### src/rtl/pipe_seq_pkg.sv
package pipe_seq_pkg;
  typedef enum logic [1:0] {SQ_IDLE, SQ_ACQ, SQ_READ, SQ_DRAIN} seqState_t;

  typedef struct packed {
    logic wrAdv;
    logic rdAdv;
    logic rdLoad;
  } seqStrobe_t;
endpackage

### src/rtl/pipe_seq_ctrl.sv
module pipe_seq_ctrl
  import pipe_seq_pkg::*;
#(
  parameter int CELLS = 64,
  parameter int LAT   = 4
) (
  input  logic       clk,
  input  logic       rstN,
  input  logic       wrTick,
  input  logic       rdTick,
  input  logic       startReq,
  input  logic       stopReq,
  input  logic       concMode,
  input  logic       diffMode,
  input  logic       convDone,
  output seqStrobe_t stb,
  output logic       wrStb,
  output logic       convStart,
  output logic       usePrev,
  output logic       acquiring,
  output logic       busy,
  output logic       overrun
);
  localparam int AW = $clog2(CELLS);
  localparam int LW = $clog2(LAT + 1);
  localparam logic [AW-1:0] LAST_IDX = AW'(CELLS - 1);
  localparam logic [LW-1:0] FILL_MAX = LW'(LAT);

  seqState_t state;
  logic convBusy, firstRd, modeLat, diffLat, ovrReg;
  logic [AW-1:0] rdIdx;
  logic [LW-1:0] fillCnt;

  logic busyNow, startOk, wrGo, fillDone, concSlot, skipDiff;
  logic concConv, concOvr, readSlot, sepSkip, sepConv, sepDone, sepAdv;
  logic stopSep, stopAny;

  always_comb begin
    busyNow  = convBusy & ~convDone;
    startOk  = (state == SQ_IDLE) & startReq;
    stopAny  = (state == SQ_ACQ) & stopReq;
    stopSep  = stopAny & ~modeLat;
    wrGo     = (state == SQ_ACQ) & wrTick & ~stopReq;
    fillDone = (fillCnt == FILL_MAX);
    concSlot = wrGo & modeLat & fillDone;
    skipDiff = diffLat & firstRd;
    concConv = concSlot & ~skipDiff & ~busyNow;
    concOvr  = concSlot & ~skipDiff & busyNow;
    readSlot = (state == SQ_READ) & rdTick & ~convBusy;
    sepSkip  = readSlot & diffLat & (rdIdx == '0);
    sepConv  = readSlot & ~(diffLat & (rdIdx == '0));
    sepDone  = (state == SQ_READ) & convBusy & convDone;
    sepAdv   = sepSkip | sepDone;
  end

  assign stb.wrAdv  = wrGo;
  assign stb.rdAdv  = concSlot | sepAdv;
  assign stb.rdLoad = startOk | stopSep;
  assign wrStb      = wrGo;
  assign convStart  = concConv | sepConv;
  assign usePrev    = diffLat;
  assign acquiring  = (state == SQ_ACQ);
  assign busy       = (state == SQ_READ) | (state == SQ_DRAIN);
  assign overrun    = ovrReg;

  always_ff @(posedge clk) begin
    if (!rstN) begin
      state    <= SQ_IDLE;
      convBusy <= 1'b0;
      firstRd  <= 1'b0;
      modeLat  <= 1'b0;
      diffLat  <= 1'b0;
      ovrReg   <= 1'b0;
      rdIdx    <= '0;
      fillCnt  <= '0;
    end else begin
      case (state)
        SQ_IDLE:  if (startOk) state <= SQ_ACQ;
        SQ_ACQ:   if (stopReq) state <= modeLat ? SQ_DRAIN : SQ_READ;
        SQ_READ:  if (sepAdv && rdIdx == LAST_IDX) state <= SQ_IDLE;
        SQ_DRAIN: if (!busyNow) state <= SQ_IDLE;
        default:  state <= SQ_IDLE;
      endcase

      if (convStart)     convBusy <= 1'b1;
      else if (convDone) convBusy <= 1'b0;

      if (startOk) begin
        modeLat <= concMode;
        diffLat <= diffMode;
        firstRd <= 1'b1;
        fillCnt <= '0;
        ovrReg  <= 1'b0;
      end else begin
        if (concSlot)            firstRd <= 1'b0;
        if (wrGo && !fillDone)   fillCnt <= fillCnt + 1'b1;
        if (concOvr)             ovrReg  <= 1'b1;
      end

      if (stopSep)     rdIdx <= '0;
      else if (sepAdv) rdIdx <= rdIdx + 1'b1;
    end
  end

  assert_single_conv_R5: assert property (@(posedge clk) disable iff (!rstN)
    (convBusy && !convDone) |-> !convStart);
  assert_no_write_busy_R4: assert property (@(posedge clk) disable iff (!rstN)
    busy |-> !wrStb);
  assert_start_ignored_R2: assert property (@(posedge clk) disable iff (!rstN)
    (busy && startReq) |=> !acquiring);
  assert_overrun_sticky_R10: assert property (@(posedge clk) disable iff (!rstN)
    (overrun && !startReq) |=> overrun);
  assert_busy_end_R8: assert property (@(posedge clk) disable iff (!rstN)
    $fell(busy) |-> !convBusy);
endmodule

### src/rtl/pipe_seq_path.sv
module pipe_seq_path
  import pipe_seq_pkg::*;
#(
  parameter int CELLS = 64
) (
  input  logic                     clk,
  input  logic                     rstN,
  input  seqStrobe_t               stb,
  output logic [$clog2(CELLS)-1:0] wrCell,
  output logic [$clog2(CELLS)-1:0] rdCell
);
  localparam int AW = $clog2(CELLS);
  localparam logic [AW-1:0] LAST_IDX = AW'(CELLS - 1);

  logic [AW-1:0] wrPtr, rdPtr;

  function automatic logic [AW-1:0] nextCell(input logic [AW-1:0] c);
    return (c == LAST_IDX) ? '0 : c + 1'b1;
  endfunction

  always_ff @(posedge clk) begin
    if (!rstN) begin
      wrPtr <= '0;
      rdPtr <= '0;
    end else begin
      if (stb.wrAdv)       wrPtr <= nextCell(wrPtr);
      if (stb.rdLoad)      rdPtr <= wrPtr;
      else if (stb.rdAdv)  rdPtr <= nextCell(rdPtr);
    end
  end

  assign wrCell = wrPtr;
  assign rdCell = rdPtr;

  assert_rd_hold_R5: assert property (@(posedge clk) disable iff (!rstN)
    (!stb.rdAdv && !stb.rdLoad) |=> $stable(rdPtr));
  assert_wr_hold_R4: assert property (@(posedge clk) disable iff (!rstN)
    !stb.wrAdv |=> $stable(wrPtr));
endmodule

### src/rtl/pipe_seq.sv
module pipe_seq
  import pipe_seq_pkg::*;
#(
  parameter int CELLS = 64,
  parameter int LAT   = 4
) (
  input  logic                     clk,
  input  logic                     rstN,
  input  logic                     wrTick,
  input  logic                     rdTick,
  input  logic                     startReq,
  input  logic                     stopReq,
  input  logic                     concMode,
  input  logic                     diffMode,
  input  logic                     convDone,
  output logic                     wrStb,
  output logic [$clog2(CELLS)-1:0] wrCell,
  output logic [$clog2(CELLS)-1:0] rdCell,
  output logic                     convStart,
  output logic                     usePrev,
  output logic                     acquiring,
  output logic                     busy,
  output logic                     overrun
);
  seqStrobe_t stb;

  pipe_seq_ctrl #(.CELLS(CELLS), .LAT(LAT)) uCtrl (
    .clk(clk), .rstN(rstN), .wrTick(wrTick), .rdTick(rdTick),
    .startReq(startReq), .stopReq(stopReq), .concMode(concMode),
    .diffMode(diffMode), .convDone(convDone), .stb(stb), .wrStb(wrStb),
    .convStart(convStart), .usePrev(usePrev), .acquiring(acquiring),
    .busy(busy), .overrun(overrun)
  );

  pipe_seq_path #(.CELLS(CELLS)) uPath (
    .clk(clk), .rstN(rstN), .stb(stb), .wrCell(wrCell), .rdCell(rdCell)
  );
endmodule

### config.mk
export PLATFORM = sky130hd
export DESIGN_NAME = pipe_seq
export DESIGN_NICKNAME = d
export VERILOG_FILES = /design/src/rtl/pipe_seq_pkg.sv /design/src/rtl/pipe_seq_ctrl.sv /design/src/rtl/pipe_seq_path.sv /design/src/rtl/pipe_seq.sv
export SDC_FILE = /design/constraint.sdc
export NUM_CORES = 1
export LEC_CHECK = 0
export BUFFER_PORTS_ARGS = -buffer_cell sky130_fd_sc_hd__buf_2
export CELL_PAD_IN_SITES_DETAIL_PLACEMENT = 1
export CELL_PAD_IN_SITES_GLOBAL_PLACEMENT = 2
export CORE_ASPECT_RATIO = 0.8
export CORE_MARGIN = 4
export CORE_UTILIZATION = 32
export DETAILED_ROUTE_END_ITERATION = 6
export GPL_TIMING_DRIVEN = 0
export PLACE_DENSITY = 0.82
export SYNTH_ARGS = -nofsm -noshare
export SYNTH_HDL_FRONTEND = slang
export SYNTH_SLANG_ARGS = --single-unit
### constraint.sdc
create_clock -name clk -period 2.14 [get_ports clk]
set_input_delay 0.214 -clock clk [delete_from_list [all_inputs] [get_ports clk]]
set_output_delay 0.214 -clock clk [all_outputs]
set_load 0.05 [all_outputs]
==> results of run 1 <==
kinds of logic (layout without fill, tap and decap cells):
kind of cell	Yosys count	count (layout)	share of synthesized area, %
xor gates and xnor gates	12	12	7.27
muxes	5	5	3.46
AOI/OAI and AO/OA	36	36	14.5
and+or+nand+nor	63	63	26.2
buffers and inverters	13	42	4.50
DFF	28	28	38.8
adders and majority gates	6	6	5.19
per-stage QoR:
step	setup slack (ns)	hold WS, ns	total power (µW)	instance area (µm²)
2_1_floorplan	0.392	0.383	888	1450
3_3_place_gp	0.419	0.463	971	1640
3_5_place_dp	0.374	0.493	989	1640
4_1_cts	0.151	0.189	1420	1710
5_1_grt	0.0518	0.203	1470	1710
6_report	0.165	0.195	1400	1710
per-layer routing:
layer / routed length, µm / up-vias / global-route usage, %
met4: 28 / 0 / 3.06
li1: - / 627 / -
met2: 1670 / 25 / 23.7
met5: 0 / - / 0
met1: 1720 / 589 / 15.7
met3: 182 / 4 / 4.21
registers in the layout, summed over array words and instances, names as in the netlist:
signal          count
uPath.rdCell        6
uCtrl.usePrev       1
uCtrl.firstRd       1
uCtrl.rdIdx         6
uPath.wrCell        6
uCtrl.overrun       1
uCtrl.fillCnt       3
uCtrl.state         2
uCtrl.convBusy      1
uCtrl.modeLat       1
cell type report:
class / count / area [µm²] / share of cell area, %
buffer: 8 / 46.3 / 2.70
multi-input combinational: 122 / 820 / 47.8
tap: 57 / 71.3 / 4.16
sequential: 28 / 561 / 32.7
timing repair buffer: 25 / 125 / 7.30
clock inverter: 1 / 30.0 / 1.75
inverter: 5 / 18.8 / 1.10
clock buffer: 3 / 41.3 / 2.41
synth_stat cells, types with 5 or more instances:
cell     number
dfxtp_1      28
a31oi_1       6
xnor2_1       5
nor2b_1       8
nor2_1       12
o21ai_0      15
a21oi_1       9
mux2i_1       5
xor2_1        7
ha_1          6
inv_1         5
nand2_1      13
path summary, 6_finish.rpt:
check / startpoint / endpoint / cells past startpoint
setup / recovery: uCtrl.state[0] / convStart / 5
setup reg to reg: uCtrl.rdIdx[0] / uPath.rdCell[2] / 8
hold / removal: diffMode / uCtrl.usePrev / 3
hold reg to reg: uCtrl.fillCnt[1] / uCtrl.fillCnt[1] / 2
worst min-delay path: cells and delay by family:
kind,cells,cell delay (ns)
multiplexers,1,0.06
buffers and inverters,1,0.08
AND/OR/NAND/NOR,1,0.09
report_power, final:
group	leakage (µW)	total (µW)	switching (µW)	internal (µW)
combinational	0.000447	370	257	113
clock	0.0000357	426	175	251
sequential	0.000228	604	42.0	562
total	0.000710	1400	474	925
==> results.cfg, run 1 <==
[status]
outcome = finished, final reports clean

[route]
drt_pass1_iterations = 4
viasPerCell = 5.00
post_drt_wl_per_cell_um = 14.4
drcViolationCount = 0
vias = 1245
wl_um = 3600
ant_nets = 0
drt_iter0_markers = 27

[worst_setup_path]
cp_slowest_cell = dfxtp_1
arrival_ns = 1.76
startpoint_type = flip-flop
slowest_delay_ns = 0.34
critPathBufInv = 2
rrSetupSlack_ns = 0.34
critPathRequiredTime_ns = 1.93
crit_type = reg -> out
crit_chain = buf_4, and4bb_1, and4_4, a22o_1, buf_2
worstPathMaxFanout = 10
critPathTopFamily = simple AND/OR/NAND/NOR gates
worstSetupEndpointType = output port

[timing]
hold_viol_final = 0
rsz0062_at_grt = no
slew_viol_final = 0
worstMarginPinSlew_ns = 0.455
slew_headroom_pct = 69.3
layout_min_cycle_time_ns = 1.98
setup_viol = 0
fin_skew_ns = 0.00635
clock.fmax_mhz = 506
finalCritPeriodShare_pct = 92.3
tns_ns = 0

[floorplan]
io_pins = 27
die_h_um = 68.1
core_um2 = 4280
rows = 21
die_area_um2 = 5660
die_w_um = 83.1
initial_core_util_pct = 33.7

[synthesis]
async_reset_ff_share_pct = 0
seq_area_frac_synth_pct = 38.8
yosys_warnings = 0
syn_area_um2 = 1450
yosysUniqueCellTypes = 37
synth_flop_cell = dfxtp_1
synth_fp_nets = 178
avgSynthCellArea_um2 = 8.87
synth_edf_count = 0
yosys.area.top_type = dfxtp_1
yosys.area.top_type_share_pct = 38.8
ys_ff_latch = 28
synth_area_leaders = dfxtp_1 (39%), ha_1 (5.2%), o21ai_0 (5.2%)
syn_inst = 163

[clock_tree]
clockBufferDepth = 2
post_cts_buffers = 0
clock_sinks = 28
ctsHoldBuffers = 0
cts_resized = 0
cts_inserted_buffers = 3
htree_levels = 1
cts_root_buf = clkbuf_8
clk_pin_slew_ns = 0.10
clock_latency_ns = 0.28
cts_tree = built

[global_route]
grt_pass1_wl_um = 6040
grt_pass1_vias = 1314
grtUsageTotal_pct = 13.2
grt_antenna_before_repair = 0
grt_max_degree = 17
grt-ovfl-total = 0

[power]
p_per_area_nw_per_um2 = 817
irDropWorstVdd_uv = 457
p_leak_uw = 0.000710

[final_layout]
fillers = 511
stdcell_count = 249
layout_common_cells = dfxtp_1 (28), buf_2 (26), o21ai_0 (15)
drive_above_1_share_pct = 20.3
diodes = 0
fin_util_pct = 40.0
areaGrowthSynthToFinish_pct = 18.5
final_common_cell = dfxtp_1
nets = 208

[placed_design]
placedCellCount = 245
dpl.hpwl_um = 2900
place_congestion = 0.813
portBuffers = 25

[worst_hold_path]
min_path_type = in -> reg

[run]
maxCapViolCount = 0
Note: power is estimated with default switching activity, not from simulation.
==> run 2, diff against run 1 <==
--- a/config.mk
+++ b/config.mk
@@ -5,15 +5,17 @@
 export SDC_FILE = /design/constraint.sdc
 export NUM_CORES = 1
 export LEC_CHECK = 0
+export ABC_AREA = 1
 export BUFFER_PORTS_ARGS = -buffer_cell sky130_fd_sc_hd__buf_2
 export CELL_PAD_IN_SITES_DETAIL_PLACEMENT = 1
 export CELL_PAD_IN_SITES_GLOBAL_PLACEMENT = 2
 export CORE_ASPECT_RATIO = 0.8
 export CORE_MARGIN = 4
-export CORE_UTILIZATION = 32
+export CORE_UTILIZATION = 30
 export DETAILED_ROUTE_END_ITERATION = 6
 export GPL_TIMING_DRIVEN = 0
 export PLACE_DENSITY = 0.82
 export SYNTH_ARGS = -nofsm -noshare
 export SYNTH_HDL_FRONTEND = slang
+export SYNTH_HIERARCHICAL = 1
 export SYNTH_SLANG_ARGS = --single-unit
==> results.cfg, run 2 <==
[route]
drcViolationCount = 0
ant_nets = 0
viasPerCell = 4.70
drt_iter0_markers = 68
drt_pass1_iterations = 4
post_drt_wl_per_cell_um = 12.7
wl_um = 4040
vias = 1494

[worst_setup_path]
critPathRequiredTime_ns = 1.93
crit_type = reg -> out
slowest_delay_ns = 0.32
crit_chain = buf_6, nor2_4, nand2_2, nor2_4, nand2_2, a21oi_2, inv_2, o21ai_4, buf_4
startpoint_type = flip-flop
critPathTopFamily = simple AND/OR/NAND/NOR gates
arrival_ns = 1.73
critPathBufInv = 3
cp_slowest_cell = dfxtp_1
rrSetupSlack_ns = 0.27
rr_worst_depth = 11
worstSetupEndpointType = output port
r2r-end = uPath/rdCell[5]
worstPathMaxFanout = 9
worst_r2r_startpoint = uCtrl/rdIdx[0]

[floorplan]
die_h_um = 72.2
initial_core_util_pct = 30.9
die_w_um = 88.2
core_um2 = 5010
die_area_um2 = 6370
rows = 23
io_pins = 27

[final_layout]
fin_util_pct = 37.5
drive_above_1_share_pct = 21.1
fillers = 656
stdcell_count = 318
layout_common_cells = nand2_1 (51), inv_1 (28), dfxtp_1 (27)
nets = 272
diodes = 0
areaGrowthSynthToFinish_pct = 21.6
final_common_cell = nand2_1

[synthesis]
yosysUniqueCellTypes = 31
synth.most_common_cell = nand2_1
synth_fp_nets = 236
seq_area_frac_synth_pct = 36.3
syn_area_um2 = 1550
yosys.area.top_type_share_pct = 36.3
synth_edf_count = 0
async_reset_ff_share_pct = 0
synth_flop_cell = dfxtp_1
ys_ff_latch = 28
syn_inst = 221
synth_common_cells = nand2_1 (51), dfxtp_1 (28), inv_1 (28), nor2_1 (25), a21oi_1 (22)
avgSynthCellArea_um2 = 6.99
yosys.area.top_type = dfxtp_1
synth_area_leaders = dfxtp_1 (36%), nand2_1 (12%), a21oi_1 (7.1%)
yosys_warnings = 6

[status]
outcome = finished, final reports clean

[global_route]
grt_max_degree = 17
grt-ovfl-total = 0
grt-busiest-layer = met2
gr-usage-met2_pct = 20.0
grt_antenna_before_repair = 0
grt_pass1_wl_um = 6820
grt_pass1_vias = 1469
use_met3_pct = 3.52
use_met1_pct = 19.6
grtUsageTotal_pct = 13.5

[timing]
hold_viol_final = 0
setup_viol = 0
finalCritPeriodShare_pct = 90.7
slew_viol_final = 0
clock.fmax_mhz = 515
worstMarginPinSlew_ns = 0.391
slew_headroom_pct = 73.9
fin_skew_ns = 0.00279
layout_min_cycle_time_ns = 1.94

[power]
p_int_uw = 865
power_frac_seq_pct = 45.5
swShare_pct = 29.8
clock_power_share_pct = 34.9
p_per_area_nw_per_um2 = 656
power.switching_uw = 367
pwr-share-comb_pct = 19.7
p_leak_uw = 0.000844
irDropWorstVdd_uv = 332

[clock_tree]
htree_levels = 1
clock_latency_ns = 0.28
clk_pin_slew_ns = 0.10
ctsHoldBuffers = 0
cts_inserted_buffers = 3
cts_root_buf = clkbuf_8
cts_tree = built
clockBufferDepth = 2
clock_sinks = 28

[placed_design]
portBuffers = 26
placedCellCount = 309
place_congestion = 0.711
dpl.hpwl_um = 3180

[worst_hold_path]
min_path_type = in -> reg
hp-start = concMode
hold_depth = 3
min_to = uCtrl/modeLat

[run]
maxCapViolCount = 0
[run 2: cell count changes in the layout (fill, tap and decap cells not counted), sizes merged, moves of 6 or more]
| cell | before | now |
|---|---|---|
| nand2 | 13 | 54 |
| inv | 5 | 31 |
| nor2 | 13 | 28 |
| a21oi | 9 | 23 |
| nand3 | 4 | 17 |
| nor2b | 8 | 0 |
| o21ai | 15 | 9 |
[run 2: what timing repair did]
item	4_1_cts	5_1_grt
pin swaps	0	2
endpoints found under the setup margin	1	5
gates resized for setup	1	2
setup buffers	0	5
[run 2: area by class of cell]
class / instances / area [µm²] / share of cell area (%)
plain buffers: 4 / 32.5 / 1.73
clock buffers: 3 / 41.3 / 2.20
clock inverters: 1 / 30.0 / 1.60
inverters: 31 / 116 / 6.19
multi-input cells: 158 / 850 / 45.2
flip-flops and latches: 28 / 562 / 29.9
well taps: 62 / 77.6 / 4.13
repair buffers: 31 / 170 / 9.05
[run 2: worst register-to-register path: stages, from the launching register on]
cell	delay, ns
dfxtp_1	0.37
inv_1	0.10
ha_1	0.21
nand2_1	0.07
inv_1	0.04
nand3_1	0.13
o21bai_4	0.11
inv_1	0.16
nand2_1	0.11
nor2_2	0.24
a22oi_1	0.12
a21oi_1	0.15
[run 2: routing by layer]
layer	vias up	wire [µm]
met1	686	2230
met4	0	24
met5	-	0
met3	2	184
li1	783	-
met2	23	1610
[run 2: how the worst max path moves through the flow]
stage / start / end / slack (ns) / depth (start not counted)
floorplan: uCtrl/state[0] / convStart / 0.08 / 8
global placement: uCtrl/rdIdx[0] / uPath/rdCell[4] / 0.27 / 12
detailed placement: uCtrl/rdIdx[0] / uPath/rdCell[4] / 0.23 / 12
CTS: uCtrl/state[0] / convStart / 0.03 / 9
global route: uCtrl/rdIdx[0] / uPath/rdCell[5] / -0.003 / 12
finish: uCtrl/state[1] / convStart / 0.20 / 9
[run 2: power by group through the flow]
| stage | combinational [µW] | clock (µW) | sequential [µW] |
|---|---|---|---|
| 2_1_floorplan | 162 | 0 | 587 |
| 3_3_place_gp | 238 | 0 | 572 |
| 3_5_place_dp | 240 | 0 | 572 |
| 4_1_cts | 241 | 452 | 560 |
| 5_1_grt | 268 | 484 | 565 |
| 6_report | 242 | 430 | 561 |
[run 2: metrics by stage]
step	worst slack (ns)	hold slack [ns]	power [µW]	TNS (ns)	cell area [µm²]
final	0.200	0.223	1230	0	1880
after global routing	-0.00257	0.207	1320	-0.00257	1880
after CTS	0.0316	0.211	1250	0	1840
after detailed placement	0.229	0.466	812	0	1760
after global placement	0.265	0.453	810	0	1760
after floorplan	0.0774	0.312	748	0	1560
[run 2: cells by family (layout without fill, tap and decap cells)]
| group | after synthesis | count (layout) | share of synthesized area [%] |
|---|---|---|---|
| AOI/OAI and AO/OA | 41 | 41 | 15.9 |
| buffers and inverters | 35 | 70 | 9.64 |
| xor gates and xnor gates | 4 | 4 | 2.27 |
| adders and majority gates | 6 | 6 | 4.86 |
| and+or+nand+nor | 107 | 107 | 31.1 |
| DFF | 28 | 28 | 36.3 |
==> run 3, diff against run 2 <==
--- a/config.mk
+++ b/config.mk
@@ -6,15 +6,16 @@
 export NUM_CORES = 1
 export LEC_CHECK = 0
 export ABC_AREA = 1
-export BUFFER_PORTS_ARGS = -buffer_cell sky130_fd_sc_hd__buf_2
 export CELL_PAD_IN_SITES_DETAIL_PLACEMENT = 1
 export CELL_PAD_IN_SITES_GLOBAL_PLACEMENT = 2
 export CORE_ASPECT_RATIO = 0.8
 export CORE_MARGIN = 4
-export CORE_UTILIZATION = 30
+export CORE_UTILIZATION = 36
+export CTS_BUF_LIST = sky130_fd_sc_hd__clkbuf_8
 export DETAILED_ROUTE_END_ITERATION = 6
+export DONT_BUFFER_PORTS = 1
 export GPL_TIMING_DRIVEN = 0
-export PLACE_DENSITY = 0.82
+export PLACE_DENSITY = 0.86
 export SYNTH_ARGS = -nofsm -noshare
 export SYNTH_HDL_FRONTEND = slang
 export SYNTH_HIERARCHICAL = 1
==> results.cfg, run 3 (synthesis gave the netlist of run 2 again) <==
[worst_setup_path]
critPathRequiredTime_ns = 1.93
crit_type = reg -> out
startpoint_type = flip-flop
worstPathMaxFanout = 6
arrival_ns = 2.22
worstSetupEndpointType = output port

[route]
drt_pass1_iterations = 4
ant_nets = 0
drcViolationCount = 0
drt_iter0_markers = 84
post_drt_wl_per_cell_um = 13.5
wl_um = 3880
viasPerCell = 4.91
vias = 1410

[timing]
worstMarginPinSlew_ns = 0.714
timing.final.ws_setup_ns = -0.289
holdWs_ns = 0.0361
slew_headroom_pct = 52.4
clock.fmax_mhz = 412
fin_skew_ns = 0.00706
hold_viol_final = 0
slew_viol_final = 0
tns_ns = -1.38
finalCritPeriodShare_pct = 114
layout_min_cycle_time_ns = 2.43
rsz0062_at_grt = yes
setup_viol = 10

[floorplan]
core_um2 = 4150
rows = 21
io_pins = 27
die_w_um = 81.3
die_h_um = 66.6
die_area_um2 = 5410
initial_core_util_pct = 37.2

[final_layout]
areaGrowthSynthToFinish_pct = 16.0
nets = 246
layout_common_cells = nand2_1 (49), inv_1 (27), dfxtp_1 (26)
diodes = 0
final_common_cell = nand2_1
stdcell_count = 287
fillers = 573
multi_input_area_um2 = 906
seq_area_um2 = 568
drive_above_1_share_pct = 17.0

[clock_tree]
cts_tree = built
clk_pin_slew_ns = 0.10
clock_latency_ns = 0.28
clockBufferDepth = 2
htree_levels = 1
cts_inserted_buffers = 3
clock_sinks = 28
cts_root_buf = clkbuf_8

[global_route]
grt_pass1_vias = 1332
grt-busiest-layer = met2
gr-usage-met2_pct = 22.4
grtUsageTotal_pct = 15.1
grt_max_degree = 16
grt-ovfl-total = 0
use_met3_pct = 4.19
use_met1_pct = 22.0
grt_pass1_wl_um = 6310
grt_antenna_before_repair = 0

[status]
outcome = complete, but fails checks
violations = setup timing

[run]
maxCapViolCount = 0

[placed_design]
portBuffers = 0
placedCellCount = 278
place_congestion = 0.827
dpl.hpwl_um = 2880

[worst_hold_path]
min_path_type = in -> reg

[power]
p_per_area_nw_per_um2 = 633
irDropWorstVdd_uv = 257
p_leak_uw = 0.000712
-- run 3: cell count changes in the layout (fill, tap and decap cells not counted), moves of 2 or more --
cell     change
nand2_1      -2
a22oi_2      +4
buf_2       -25
nor2_2       -2
dfxtp_4      +2
nor2_4       +3
inv_4        +2
a22oi_1      -4
-- run 3: layer usage --
metal,wire (µm),up-vias
met5,0,-
met4,10,0
met3,163,2
met2,1650,19
met1,2050,660
li1,-,729
-- run 3: path summary, 6_finish.rpt --
| kind | startpoint | depth (start not counted) | to | slack (ns) |
|---|---|---|---|---|
| max reg2reg | uCtrl/state[1] | 14 | uPath/rdCell[1] | -0.15 |
| min | rstN | 2 | uPath/rdCell[1] | 0.04 |
| min reg2reg | uCtrl/firstRd | 2 | uCtrl/firstRd | 0.48 |
| max | uCtrl/state[1] | 7 | convStart | -0.29 |
-- run 3: worst max-delay path, stage by stage (launching register included) --
cell	delay, ns
dfxtp_4	0.38
nor2_4	0.37
nand2_2	0.11
nor2_4	0.41
nand2_2	0.11
a21oi_2	0.16
inv_2	0.07
o21ai_4	0.32
-- run 3: cell type report --
class / count / area share, %
buffer: 3 / 1.19
clock buffer: 4 / 3.07
inverter: 31 / 6.77
multi-input combinational: 158 / 50.6
sequential: 28 / 31.7
tap: 57 / 3.98
timing repair buffer: 6 / 2.72
-- run 3: report_power, final --
| group | internal (µW) | switching, µW | total [µW] | leakage [µW] |
|---|---|---|---|---|
| Combinational | 67.2 | 154 | 222 | 0.000455 |
| Sequential | 542 | 40.2 | 582 | 0.000228 |
| Clock | 165 | 166 | 331 | 0.0000288 |
-- run 3: stage by stage --
step | setup WS [ns] | util [%] | total power, µW | area (µm²)
2_1_floorplan | 0.0774 | - | 748 | 1560
5_1_grt | -0.422 | 43.2 | 1200 | 1790
4_1_cts | -0.379 | 41.7 | 1140 | 1730
6_report | -0.289 | 43.2 | 1130 | 1790
3_5_place_dp | -0.235 | 39.2 | 788 | 1630
3_3_place_gp | -0.222 | 39.2 | 786 | 1630
-- run 3: repair_timing --
item                       in CTS  in global routing
setup endpoints to repair       9                 12
pin swaps                       9                  8
hold buffers                    0                  0
gates resized for setup        10                 12
setup buffers                   4                  3
